===== config.mk =====
export PLATFORM = sky130hd
export DESIGN_NAME = tmr_gold_bank
export DESIGN_NICKNAME = d
export VERILOG_FILES = /design/src/rtl/tmr_gold_pkg.sv /design/src/rtl/tmr_gold_epoch.sv /design/src/rtl/tmr_gold_lane.sv /design/src/rtl/tmr_gold_bank.sv
export SDC_FILE = /design/constraint.sdc
export NUM_CORES = 1
export LEC_CHECK = 0
export ABC_AREA = 1
export BUFFER_PORTS_ARGS = -buffer_cell sky130_fd_sc_hd__buf_2
export CORE_UTILIZATION = 30
export DETAILED_ROUTE_END_ITERATION = 6
export GPL_ROUTABILITY_DRIVEN = 1
export GPL_TIMING_DRIVEN = 1
export HOLD_SLACK_MARGIN = 0.05
export PLACE_DENSITY = 0.45
export SLEW_MARGIN = 40
export SYNTH_ARGS = -nofsm -noshare
export SYNTH_HDL_FRONTEND = slang
export SYNTH_HIERARCHICAL = 1
export SYNTH_SLANG_ARGS = --single-unit

===== constraint.sdc =====
create_clock -name clk -period 3.1 [get_ports clk]
set_input_delay 0.62 -clock clk [delete_from_list [all_inputs] [get_ports clk]]
set_output_delay 0.62 -clock clk [all_outputs]
set_load 0.005 [all_outputs]

===== src/rtl/tmr_gold_pkg.sv =====
package tmr_gold_pkg;

    // Which stages get a majority voter
    typedef enum logic {
        VOTE_ALL     = 1'b0,
        VOTE_ONE_COL = 1'b1
    } vote_mode_e;

    function automatic logic maj3(input logic a, input logic b, input logic c);
        return (a & b) | (a & c) | (b & c);
    endfunction

endpackage


===== src/rtl/tmr_gold_epoch.sv =====
module tmr_gold_epoch #(
    parameter int PERIOD = 1023
) (
    input  logic clk,
    input  logic rst,
    input  logic en,
    output logic wrap
);
    localparam int CW = $clog2(PERIOD);
    localparam logic [CW-1:0] LAST = CW'(PERIOD - 1);

    logic [CW-1:0] cnt_d, cnt_q;

    always_comb begin
        cnt_d = cnt_q;
        if (en) begin
            cnt_d = (cnt_q == LAST) ? '0 : cnt_q + 1'b1;
        end
    end

    always_ff @(posedge clk) begin
        if (rst) cnt_q <= '0;
        else     cnt_q <= cnt_d;
    end

    assign wrap = (cnt_q == LAST);

    AST_EPOCH_RANGE: assert property (@(posedge clk) disable iff (rst)
        cnt_q <= LAST);
    AST_EPOCH_WRAP: assert property (@(posedge clk) disable iff (rst)
        en && wrap |=> cnt_q == '0);

endmodule


===== src/rtl/tmr_gold_lane.sv =====
module tmr_gold_lane
    import tmr_gold_pkg::*;
#(
    parameter int         STAGES     = 10,
    parameter int         FB_TAP     = 3,
    parameter int         VOTE_STAGE = 3,
    parameter vote_mode_e VOTE_MODE  = VOTE_ALL
) (
    input  logic                  clk,
    input  logic                  rst,
    input  logic                  en,
    input  logic                  reload,
    input  logic [3*STAGES-1:0]   inj,
    output logic                  chip,
    output logic                  flag
);
    localparam logic [STAGES-1:0] VOTED =
        (VOTE_MODE == VOTE_ALL) ? {STAGES{1'b1}} : (STAGES'(1) << (VOTE_STAGE - 1));

    typedef struct packed {
        logic [2:0][STAGES-1:0] rep;
        logic                   flag;
    } lane_t;

    lane_t d, q;
    logic [STAGES-1:0]      vote;
    logic [2:0][STAGES-1:0] src;
    logic                   disagree;

    always_comb begin
        vote     = '0;
        disagree = 1'b0;
        for (int j = 0; j < STAGES; j++) begin
            vote[j] = maj3(q.rep[0][j], q.rep[1][j], q.rep[2][j]);
            if (VOTED[j]) begin
                disagree = disagree | (q.rep[0][j] ^ q.rep[1][j]) | (q.rep[1][j] ^ q.rep[2][j]);
            end
        end
        for (int k = 0; k < 3; k++) begin
            for (int j = 0; j < STAGES; j++) begin
                src[k][j] = VOTED[j] ? vote[j] : q.rep[k][j];
            end
        end

        d      = q;
        d.flag = en & disagree;
        if (en) begin
            if (reload) begin
                d.rep = '1;
            end else begin
                for (int k = 0; k < 3; k++) begin
                    d.rep[k] = {src[k][STAGES-2:0], src[k][FB_TAP-1] ^ src[k][STAGES-1]};
                end
            end
        end
        d.rep = d.rep ^ inj;
    end

    always_ff @(posedge clk) begin
        if (rst) begin
            q.rep  <= '1;
            q.flag <= 1'b0;
        end else begin
            q <= d;
        end
    end

    assign chip = maj3(q.rep[0][STAGES-1], q.rep[1][STAGES-1], q.rep[2][STAGES-1]);
    assign flag = q.flag;

    AST_HOLD_IDLE: assert property (@(posedge clk) disable iff (rst)
        !en && inj == '0 |=> $stable(q.rep));
    AST_RELOAD_ONES: assert property (@(posedge clk) disable iff (rst)
        en && reload && inj == '0 |=> &q.rep);

    if (VOTE_MODE == VOTE_ALL) begin : g_full_chk
        AST_FULL_AGREE: assert property (@(posedge clk) disable iff (rst)
            en && inj == '0 |=> (q.rep[0] == q.rep[1]) && (q.rep[1] == q.rep[2]));
    end else begin : g_col_chk
        AST_COL_AGREE: assert property (@(posedge clk) disable iff (rst)
            en && inj == '0 |=> (q.rep[0][VOTE_STAGE] == q.rep[1][VOTE_STAGE])
                             && (q.rep[1][VOTE_STAGE] == q.rep[2][VOTE_STAGE]));
    end

endmodule


===== src/rtl/tmr_gold_bank.sv =====
module tmr_gold_bank
    import tmr_gold_pkg::*;
#(
    parameter int         NUM_LFSR   = 4,
    parameter int         STAGES     = 10,
    parameter int         FB_TAP     = 3,
    parameter int         VOTE_STAGE = 3,
    parameter int         PERIOD     = 1023,
    parameter vote_mode_e VOTE_MODE  = VOTE_ALL
) (
    input  logic                           clk,
    input  logic                           rst,
    input  logic                           en,
    input  logic [NUM_LFSR*3*STAGES-1:0]   upset_inj,
    output logic [NUM_LFSR-1:0]            chip,
    output logic [NUM_LFSR-1:0]            mismatch
);
    localparam int LANE_W = 3 * STAGES;

    logic wrap;

    tmr_gold_epoch #(.PERIOD(PERIOD)) u_epoch (
        .clk  (clk),
        .rst  (rst),
        .en   (en),
        .wrap (wrap)
    );

    for (genvar i = 0; i < NUM_LFSR; i++) begin : g_lane
        tmr_gold_lane #(
            .STAGES     (STAGES),
            .FB_TAP     (FB_TAP),
            .VOTE_STAGE (VOTE_STAGE),
            .VOTE_MODE  (VOTE_MODE)
        ) u_lane (
            .clk    (clk),
            .rst    (rst),
            .en     (en),
            .reload (wrap),
            .inj    (upset_inj[i*LANE_W +: LANE_W]),
            .chip   (chip[i]),
            .flag   (mismatch[i])
        );

        AST_FLAG_ISOLATED: assert property (@(posedge clk) disable iff (rst)
            upset_inj[i*LANE_W +: LANE_W] == '0 && !mismatch[i] && !en
            |=> !mismatch[i]);
    end

endmodule


-- Yosys cells after proc, flatten, opt, wreduce, memory -nomap -nowiden
Index checks and enable logic that the tools add are counted.
- register bits after elaboration: 134
- output and inout bits: 8
- add/subtract/negate cells: 1
- equality and inequality tests: 1
- muxes and demuxes: 9
- bitwise logic cells: 368
- operators by type and width (operator ; number):
    30-bit two-way mux ; 8
    1-bit bitwise OR ; 156
    1-bit AND ; 124
    30-bit bitwise XOR ; 4
    1-bit bitwise XOR ; 84
    10-bit by 1-bit adder with 10-bit output, second input constant ; 1
    10-bit equality test, second input constant ; 1
    10-bit two-way mux ; 1

-- Logic depth before layout (Yosys ltp)
Gate-level depths: netlist of run 1.
- depth after elaboration: 21
- mapped depth: 9
- depth with buffers taken out: 9

-- By module
Netlist of run 1, hierarchy kept.
- by module, submodules not included (module ; instances ; cells an instance ; area an instance (sq um) ; seq. area each (sq um)):
    tmr_gold_lane ; 4 ; 226 ; 1711.6 ; 620.6
    tmr_gold_epoch ; 1 ; 72 ; 513.0 ; 200.2

-- Worst setup path after synthesis of run 1
No wires, ideal clock.
- path type: flip-flop to flip-flop
- start: reg u_epoch.cnt_q[0]
- end: reg g_lane[0].u_lane/q[17] in the netlist's numbering
- arrival: 2.271 ns
- path slack: 0.706 ns
- stages on the path, launching flop included: 10
- path buffers: 0
- cell sequence: dfxtp_1 > inv_1 > ha_1 > nand3_1 > nor4_1 > nor2_4 > nand3_1 > o21ai_0 > a21oi_1 > o21ai_0
- word-level cells in the longest chain between the ends: 4
- RTL lines (what ; RTL line ; RTL):
    start: declaration ; tmr_gold_epoch.sv:12 ; logic [CW-1:0] cnt_d, cnt_q;
    start signal: assignment ; tmr_gold_epoch.sv:23 ; else cnt_q <= cnt_d;
    10-bit equality test ; tmr_gold_epoch.sv:26 ; assign wrap = (cnt_q == LAST);
    net wrap ; tmr_gold_bank.sv:20 ; logic wrap;
    30-bit two-way mux ; tmr_gold_lane.sv:48 ; if (reload) begin
    30-bit two-way mux ; tmr_gold_lane.sv:47 ; if (en) begin
    30-bit bitwise XOR ; tmr_gold_lane.sv:56 ; d.rep = d.rep ^ inj;
    end: declaration ; tmr_gold_lane.sv:25 ; lane_t d, q;
The timed path passes the listed nets, and every way through them passes these cells.
A chain may end at the register's enable or synchronous reset.

-- Final worst setup path of run 1
- start: reg g_lane[3].u_lane/q[10] in the netlist's numbering
- end: out chip[3]
- word-level cells in the longest chain between the ends: 3
- RTL lines (what ; RTL line ; RTL):
    start: declaration ; tmr_gold_lane.sv:25 ;
    1-bit AND ; tmr_gold_pkg.sv:10 ; return (a & b) | (a & c) | (b & c);
    1-bit bitwise OR * (2 in series) ; tmr_gold_pkg.sv:10 ;
    end: declaration ; tmr_gold_bank.sv:15 ; output logic [NUM_LFSR-1:0] chip,
Every way passes the cells marked *; elsewhere a longest branch is shown, timed or not.

==> results of run 1 <==
## cell usage after synthesis
cell      number  area (sq um)
o21ai_0      173           866
dfxtp_1      134          2680
nand2_1      124           465
nor2_1       118           443
ha_1          82          1030
a21oi_1       73           365
nand3_1       70           350
inv_1         54           203
nor3_1        27           135
nand3b_1      24           180
nor2_4        13           146
clkbuf_1      12          45.0
o211ai_1      12          90.1
o21ai_1       12          60.1
buf_2          8          40.0
inv_2          8          30.0
nand4_1        6          37.5
nor4_1         5          31.3
buf_1          4          15.0
nand2_2        4          25.0
o211ai_2       4          50.1
or2_2          4          25.0
xor2_1         2          17.5
nor3_2         1          10.0
o21bai_2       1          11.3
xnor2_1        1          8.76
## sequential cells by signal, indices dropped and copies added (netlist names)
signal / flops
g_lane.u_lane/flag: 4
g_lane.u_lane/q: 120
u_epoch/cnt_q: 10
## cell type report
class / count / share of cell area, %
multi-input combinational: 756 / 48.4
sequential: 134 / 29.9
timing repair buffer: 135 / 7.83
clock buffer: 19 / 4.82
tap: 319 / 4.44
inverter: 62 / 2.59
clock inverter: 12 / 2.01
## cells by family (layout without fill, tap and decap cells)
logic type               after synthesis  in the layout  share of synthesized area [%]
XOR/XNOR                               3              3                          0.357
AO/OA/AOI/OAI                        275            275                           19.6
adder cells (fa/ha/maj)               82             82                           13.9
flip-flops                           134            134                           36.5
AND/OR/NAND/NOR                      396            396                           25.1
buffers and inverters                 86            228                           4.52
## worst max-delay path by stage
stage | startpoint | to | cells past startpoint
after detailed placement | en | g_lane[0].u_lane/q[5] | 7
final | g_lane[3].u_lane/q[10] | chip[3] | 4
after CTS | g_lane[3].u_lane/q[10] | chip[3] | 4
after global placement | en | g_lane[2].u_lane/q[14] | 7
after floorplan | u_epoch/cnt_q[0] | g_lane[0].u_lane/q[17] | 9
after global routing | u_epoch/cnt_q[0] | g_lane[2].u_lane/q[29] | 10
## power groups by stage
| stage | clock [uW] | combinational, uW | sequential [uW] |
|---|---|---|---|
| after floorplan | 0 | 559 | 1990 |
| after global placement | 0 | 793 | 2020 |
| after detailed placement | 0 | 805 | 2020 |
| after CTS | 2220 | 810 | 1990 |
| after global routing | 2310 | 946 | 2010 |
| final | 2150 | 794 | 1990 |
## worst register-to-register path: stages (launching register included)
cell,delay (ns)
dfxtp_1,0.39
inv_1,0.06
ha_1,0.19
nand3_1,0.12
nor4_2,0.05
buf_4,0.20
nor2_4,0.29
nand3_1,0.22
o21ai_0,0.15
a21oi_1,0.09
o21ai_0,0.07
## routing by layer
layer | GRT usage (%) | vias to the layer above | share of wire, %
met3 | 2.89 | 8 | 2.9
met1 | 21.9 | 2996 | 52
met2 | 25.0 | 87 | 44
met5 | 0 | - | 0
li1 | - | 3666 | -
met4 | 4.40 | 0 | 0.71
## through the flow
| stage | instance area, sq um | util (%) | hold slack [ns] |
|---|---|---|---|
| CTS | 8980 | 37.8 | 0.366 |
| finish | 8980 | 37.8 | 0.387 |
| global placement | 8370 | 35.2 | 0.511 |
| detailed placement | 8370 | 35.2 | 0.515 |
| floorplan | 7360 | - | 0.488 |
| global route | 8980 | 37.8 | 0.381 |
==> impl_metrics.csv, run 1 <==
group,metric,value,unit
outcome,outcome,"complete, no violations",
routing,initialDrtViolationCount,368,
sta,tightestPinTransition,0.660,ns
sta,setup_viol_count_final,0,
critical_path,cp_cell_sequence,"ha_1 -> nor2_1 -> nand2_1 -> buf_2",
die,coreArea,23800,sq um
sta,slew_headroom,56.0,%
critical_path,start_kind,"register",
routing,final_antenna_net_count,0,
critical_path,crit_family,"flip-flops",
critical_path,cpPeakStageDelay,0.33,ns
sta,fin_crit,1.94,ns
power_and_ir_drop,p_leak,0.00404,uW
cells_and_area,layout_commonest_cell,"o21ai_0",
sta,drv_slew,0,
yosys,yosysWarnings,6,
power_and_ir_drop,sw_frac_of_total,27.9,%
power_and_ir_drop,switchingPower,1370,uW
routing,firstDrtPassIters,5,
placement,portBuffers,130,
routing,routedWlPerCell,13.1,microns
global_route,grt_pass1_vias,6249,
critical_path,critical_path_class,"register to primary output",
global_route,grt_max_degree,97,
power_and_ir_drop,ir_drop,0.000300,V
cells_and_area,regArea,2680,sq um
power_and_ir_drop,p_comb_share,16.1,%
cts,cts_resized,0,
die,die_w,159,microns
routing,routed_wl,18800,microns
global_route,grt-ovfl-total,0,
sta,finalClockSkew,0.0163,ns
die,io_pins,131,
power_and_ir_drop,power_density,549,nW/um^2
yosys,synthesis.area,7360,sq um
cells_and_area,fillers,2527,
critical_path,required,2.48,ns
routing,vias,6757,
cts,cts.htree.levels,4,
die,initial_core_util,31.0,%
sta,fmax,516,MHz
yosys,syn_inst,976,
sta,rsz0062_at_grt,"no",
global_route,grtUsageTotal,15.8,%
yosys,ys_seq_area_share,36.5,%
cells_and_area,nets,1311,
flow_run,max_cap_viol_count,0,
critical_path,cp_max_fo,3,
critical_path,cp_slowest_cell,"dfxtp_1",
cells_and_area,area_growth,22.0,%
placement,globalplace.congestion,0.717,
sta,period_share,62.6,%
hold_path,hold_start,"upset_inj[96]",
hold_path,hold_depth,2,
hold_path,hold_path.class,"primary input to register",
cts,cts_root_buf,"clkbuf_16",
cells_and_area,drive_gt1_share,17.9,%
routing,via_per_inst,4.70,
sta,setup-tns-final,0,ns
yosys,synth_fp_nets,1181,
critical_path,critPathArrivalTime,1.32,ns
cells_and_area,final_cell_mix,"o21ai_0 (173), dfxtp_1 (134), buf_2 (129), nand2_1 (124), nor2_1 (118)",
sta,setup_slack,1.16,ns
critical_path,cp-end-kind,"primary output",
critical_path,r2r_end,"g_lane[1].u_lane/q[23]",
yosys,yosysUniqueCellTypes,26,
cts,post-cts-setup-buffer-count,0,
yosys,syn_avg_cell_area,7.54,sq um
cts,cts_hold_buf,0,
critical_path,cp.buffers_inverters,1,
power_and_ir_drop,p_clk_share,43.6,%
critical_path,crit-reg2reg-launch,"u_epoch/cnt_q[0]",
placement,post-place-cells,1406,
power_and_ir_drop,total_power,4930,uW
die,die_h,159,microns
cts,clk_path_buf_depth,2,
power_and_ir_drop,intPower,3560,uW
cts,clk_latency,0.42,ns
placement,dpl_worst_slack,1.01,ns
cells_and_area,multiInputGateArea,4350,sq um
cts,clkTransAtPathRegs,0.06,ns
cts,clock_sinks,134,
critical_path,regToRegSetupSlack,1.20,ns
yosys,ys_seq_elements,134,
routing,drc_errors,0,
global_route,grt_first_pass_wirelength,31100,microns
cts,cts_made_buffers,17,
sta,finalHoldViolCount,0,
cts,cts_tree,"done",
cells_and_area,stdcell_count,1437,
hold_path,hold_end,"g_lane[3].u_lane/q[7]",
global_route,antenna_found_initial,1,
cells_and_area,n_antenna_cell,0,
die,rows,56,
power_and_ir_drop,power_frac_seq,40.3,%
critical_path,reg2reg_depth,10,
placement,dp_hpwl,13700,microns
die,dieArea,25200,sq um
Note: power is estimated with default switching activity, not from simulation.
==> run 2, diff against run 1 <==
- ABC_AREA: 1 -> 0
- clock period: 3.1 -> 2.02 ns (I/O delays scaled with it)
==> impl_metrics.csv, run 2 <==
group,metric,value,unit
cells_and_area,fillers,2641,
die,io_pins,131,
placement,portBuffers,130,
die,rows,59,
critical_path,critical_path_class,"register to register",
cts,cts.htree.levels,4,
critical_path,cpPeakStageDelay,0.62,ns
placement,dp_hpwl,15200,microns
yosys,synth_fp_nets,1105,
power_and_ir_drop,power_frac_seq,38.1,%
sta,setup_slack,-0.0130,ns
sta,period_share,101,%
critical_path,crit-reg2reg-launch,"u_epoch/cnt_q[0]",
routing,via_per_inst,4.75,
global_route,grt_first_pass_wirelength,33600,microns
sta,tightestPinTransition,0.788,ns
die,die_w,166,microns
cts,clkTransAtPathRegs,0.07,ns
die,coreArea,26200,sq um
power_and_ir_drop,sw_frac_of_total,29.9,%
yosys,syn_inst,900,
critical_path,cp_cell_sequence,"inv_1 -> ha_1 -> nand2_1 -> nor4_4 -> buf_4 -> nor2b_2 -> a21oi_1 -> xnor2_1 -> nand2b_1",
yosys,synthTopCellsByCount,"dfxtp_1 (134), nor2_1 (125), nand2b_1 (112)",
global_route,grtUsageTotal,15.3,%
hold_path,hold_start,"upset_inj[28]",
routing,drc_errors,14,
cts,clk_path_buf_depth,2,
cells_and_area,largest_register_ff_count,120,
sta,slew_headroom,47.2,%
cells_and_area,final_cell_mix,"dfxtp_1 (130), buf_2 (128), nor2_1 (125), nand2b_1 (109)",
routing,firstDrtPassIters,6,
power_and_ir_drop,switchingPower,2490,uW
die,dieArea,27500,sq um
yosys,netlist.area_leader.share,33.4,%
sta,rsz0062_at_grt,"yes",
critical_path,cp-end-kind,"register",
outcome,violations,"design-rule violations, negative setup slack",
sta,setup_viol_count_final,5,
cts,clock_sinks,134,
cells_and_area,regMostFlops,"g_lane.u_lane/q",
power_and_ir_drop,ir_drop,0.000488,V
global_route,grt-ovfl-total,0,
sta,finalHoldViolCount,0,
cts,cts_tree,"done",
yosys,synth_ff_type,"dfxtp_1",
critical_path,cp_max_fo,16,
placement,placed_area,9300,sq um
power_and_ir_drop,power_density,833,nW/um^2
cells_and_area,drive_gt1_share,22.9,%
cts,cts_root_buf,"clkbuf_16",
power_and_ir_drop,p_comb_share,21.5,%
yosys,syn_avg_cell_area,8.93,sq um
yosys,ys_seq_area_share,33.4,%
routing,vias,6669,
critical_path,start_kind,"register",
cells_and_area,area_growth,24.5,%
cells_and_area,layout_commonest_cell,"dfxtp_1",
cells_and_area,final_area,10000,sq um
sta,fmax,492,MHz
critical_path,cp-startpoint,"u_epoch/cnt_q[0]",
power_and_ir_drop,p_leak,0.00407,uW
critical_path,crit_family,"simple AND/OR/NAND/NOR gates",
yosys,yosysUniqueCellTypes,33,
die,die_h,166,microns
sta,finalClockSkew,0.0102,ns
global_route,grt_max_degree,48,
die,initial_core_util,30.7,%
hold_path,hold_path.class,"primary input to register",
yosys,yosysMostFrequentCell,"dfxtp_1",
power_and_ir_drop,total_power,8340,uW
yosys,synthArstFlopShare,0,%
cells_and_area,nets,1259,
yosys,yosysWarnings,6,
sta,fin_crit,2.03,ns
routing,initialDrtViolationCount,304,
critical_path,required,2.32,ns
critical_path,cp.buffers_inverters,2,
critical_path,cp_slowest_cell,"nor2b_2",
sta,drv_slew,0,
yosys,synth_area_leader_cell,"dfxtp_1",
cells_and_area,largestRegisters,"g_lane.u_lane/q (120), u_epoch/cnt_q (10), g_lane.u_lane/flag (4)",
outcome,outcome,"finished, violations left",
flow_run,max_cap_viol_count,0,
power_and_ir_drop,p_clk_share,40.3,%
global_route,grt_pass1_vias,6551,
global_route,antenna_found_initial,1,
yosys,ys_seq_elements,134,
yosys,synth_edf_count,0,
power_and_ir_drop,intPower,5850,uW
routing,routedWlPerCell,14.7,microns
placement,globalplace.congestion,0.735,
yosys,synth_area_leaders,"dfxtp_1 (33%), ha_1 (13%), xnor2_1 (11%), nand2b_1 (8.7%), a21oi_1 (6.3%)",
critical_path,critPathArrivalTime,2.34,ns
routing,final_antenna_net_count,0,
routing,routed_wl,20700,microns
cts,clk_latency,0.42,ns
yosys,synthesis.area,8040,sq um
cts,cts_made_buffers,17,
run 2: changes by cell type in the layout (fill, tap and decap cells not counted), sizes merged, moves of 24 or more:
cell	before	now
buf	135	176
nor3	28	0
nand2b	0	112
nand3b	24	0
nand3	70	2
nand2	128	18
inv	62	14
xnor2	1	101
a21oi	73	101
o21ai	185	16
run 2: final cells by class:
class / count / area (sq um) / share of cell area, %
Multi-Input combinational cell: 718 / 5200 / 52.0
Antenna cell: 1 / 2.50 / 0.0250
Sequential cell: 134 / 2690 / 26.9
Tap cell: 335 / 419 / 4.19
Inverter: 7 / 26.3 / 0.263
Clock inverter: 14 / 189 / 1.89
Clock buffer: 18 / 439 / 4.39
Timing Repair Buffer: 176 / 1040 / 10.4
run 2: cell families after synthesis:
group                    Yosys count  synth area share [%]
AO/OA/AOI/OAI                    200                  16.2
XOR/XNOR                         116                  13.6
adder cells (fa/ha/maj)           82                  12.8
buffers and inverters             48                  3.25
flip-flops                       134                  33.4
AND/OR/NAND/NOR                  320                  20.9
run 2: power by group through the flow:
stage | combinational (uW) | clock (uW) | sequential, uW
floorplan | 1260 | 0 | 3170
global placement | 1760 | 0 | 3240
detailed placement | 1780 | 0 | 3230
CTS | 1800 | 3470 | 3180
global route | 2060 | 3570 | 3220
finish | 1790 | 3360 | 3180
run 2: worst paths after layout:
path                       endpoint  slack (ns)  depth (start not counted)
max          g_lane[1].u_lane/q[30]       -0.01                          9
min          g_lane[0].u_lane/q[29]        0.21                          3
min reg2reg        u_epoch/cnt_q[7]        0.51                          2
max reg2reg  g_lane[1].u_lane/q[30]       -0.01                          9
run 2: routing by layer:
| layer | vias up | GRT usage [%] | wire [microns] |
|---|---|---|---|
| met1 | 3083 | 19.7 | 9960 |
| met4 | 0 | 3.33 | 163 |
| met5 | - | 0 | 0 |
| li1 | 3480 | - | - |
| met3 | 10 | 3.42 | 636 |
| met2 | 96 | 25.9 | 9910 |
run 2: worst min-delay path: cells and delay by family:
family	cells	cell delay (ns)
xor+xnor	1	0.06
buf+inv	1	0.08
simple gates	1	0.06
run 2: through the flow:
step	setup slack [ns]	std cells	utilization, %	setup TNS [ns]	hold slack, ns
finish	-0.0130	1403	38.2	-0.0371	0.215
global route	-0.190	1403	38.2	-5.56	0.197
CTS	-0.0345	1402	37.9	-0.441	0.187
detailed placement	-0.0323	1370	35.5	-0.335	0.504
global placement	-0.483	1370	35.5	-15.55	0.506
floorplan	0.00325	900	-	0	0.465
run 2: timing repair:
action	in CTS	in global routing
buffers inserted	0	0
endpoints found under the setup margin	27	74
gates resized for setup	1	15
hold buffers	0	0
hold endpoints to repair	0	0
pin swaps	0	2
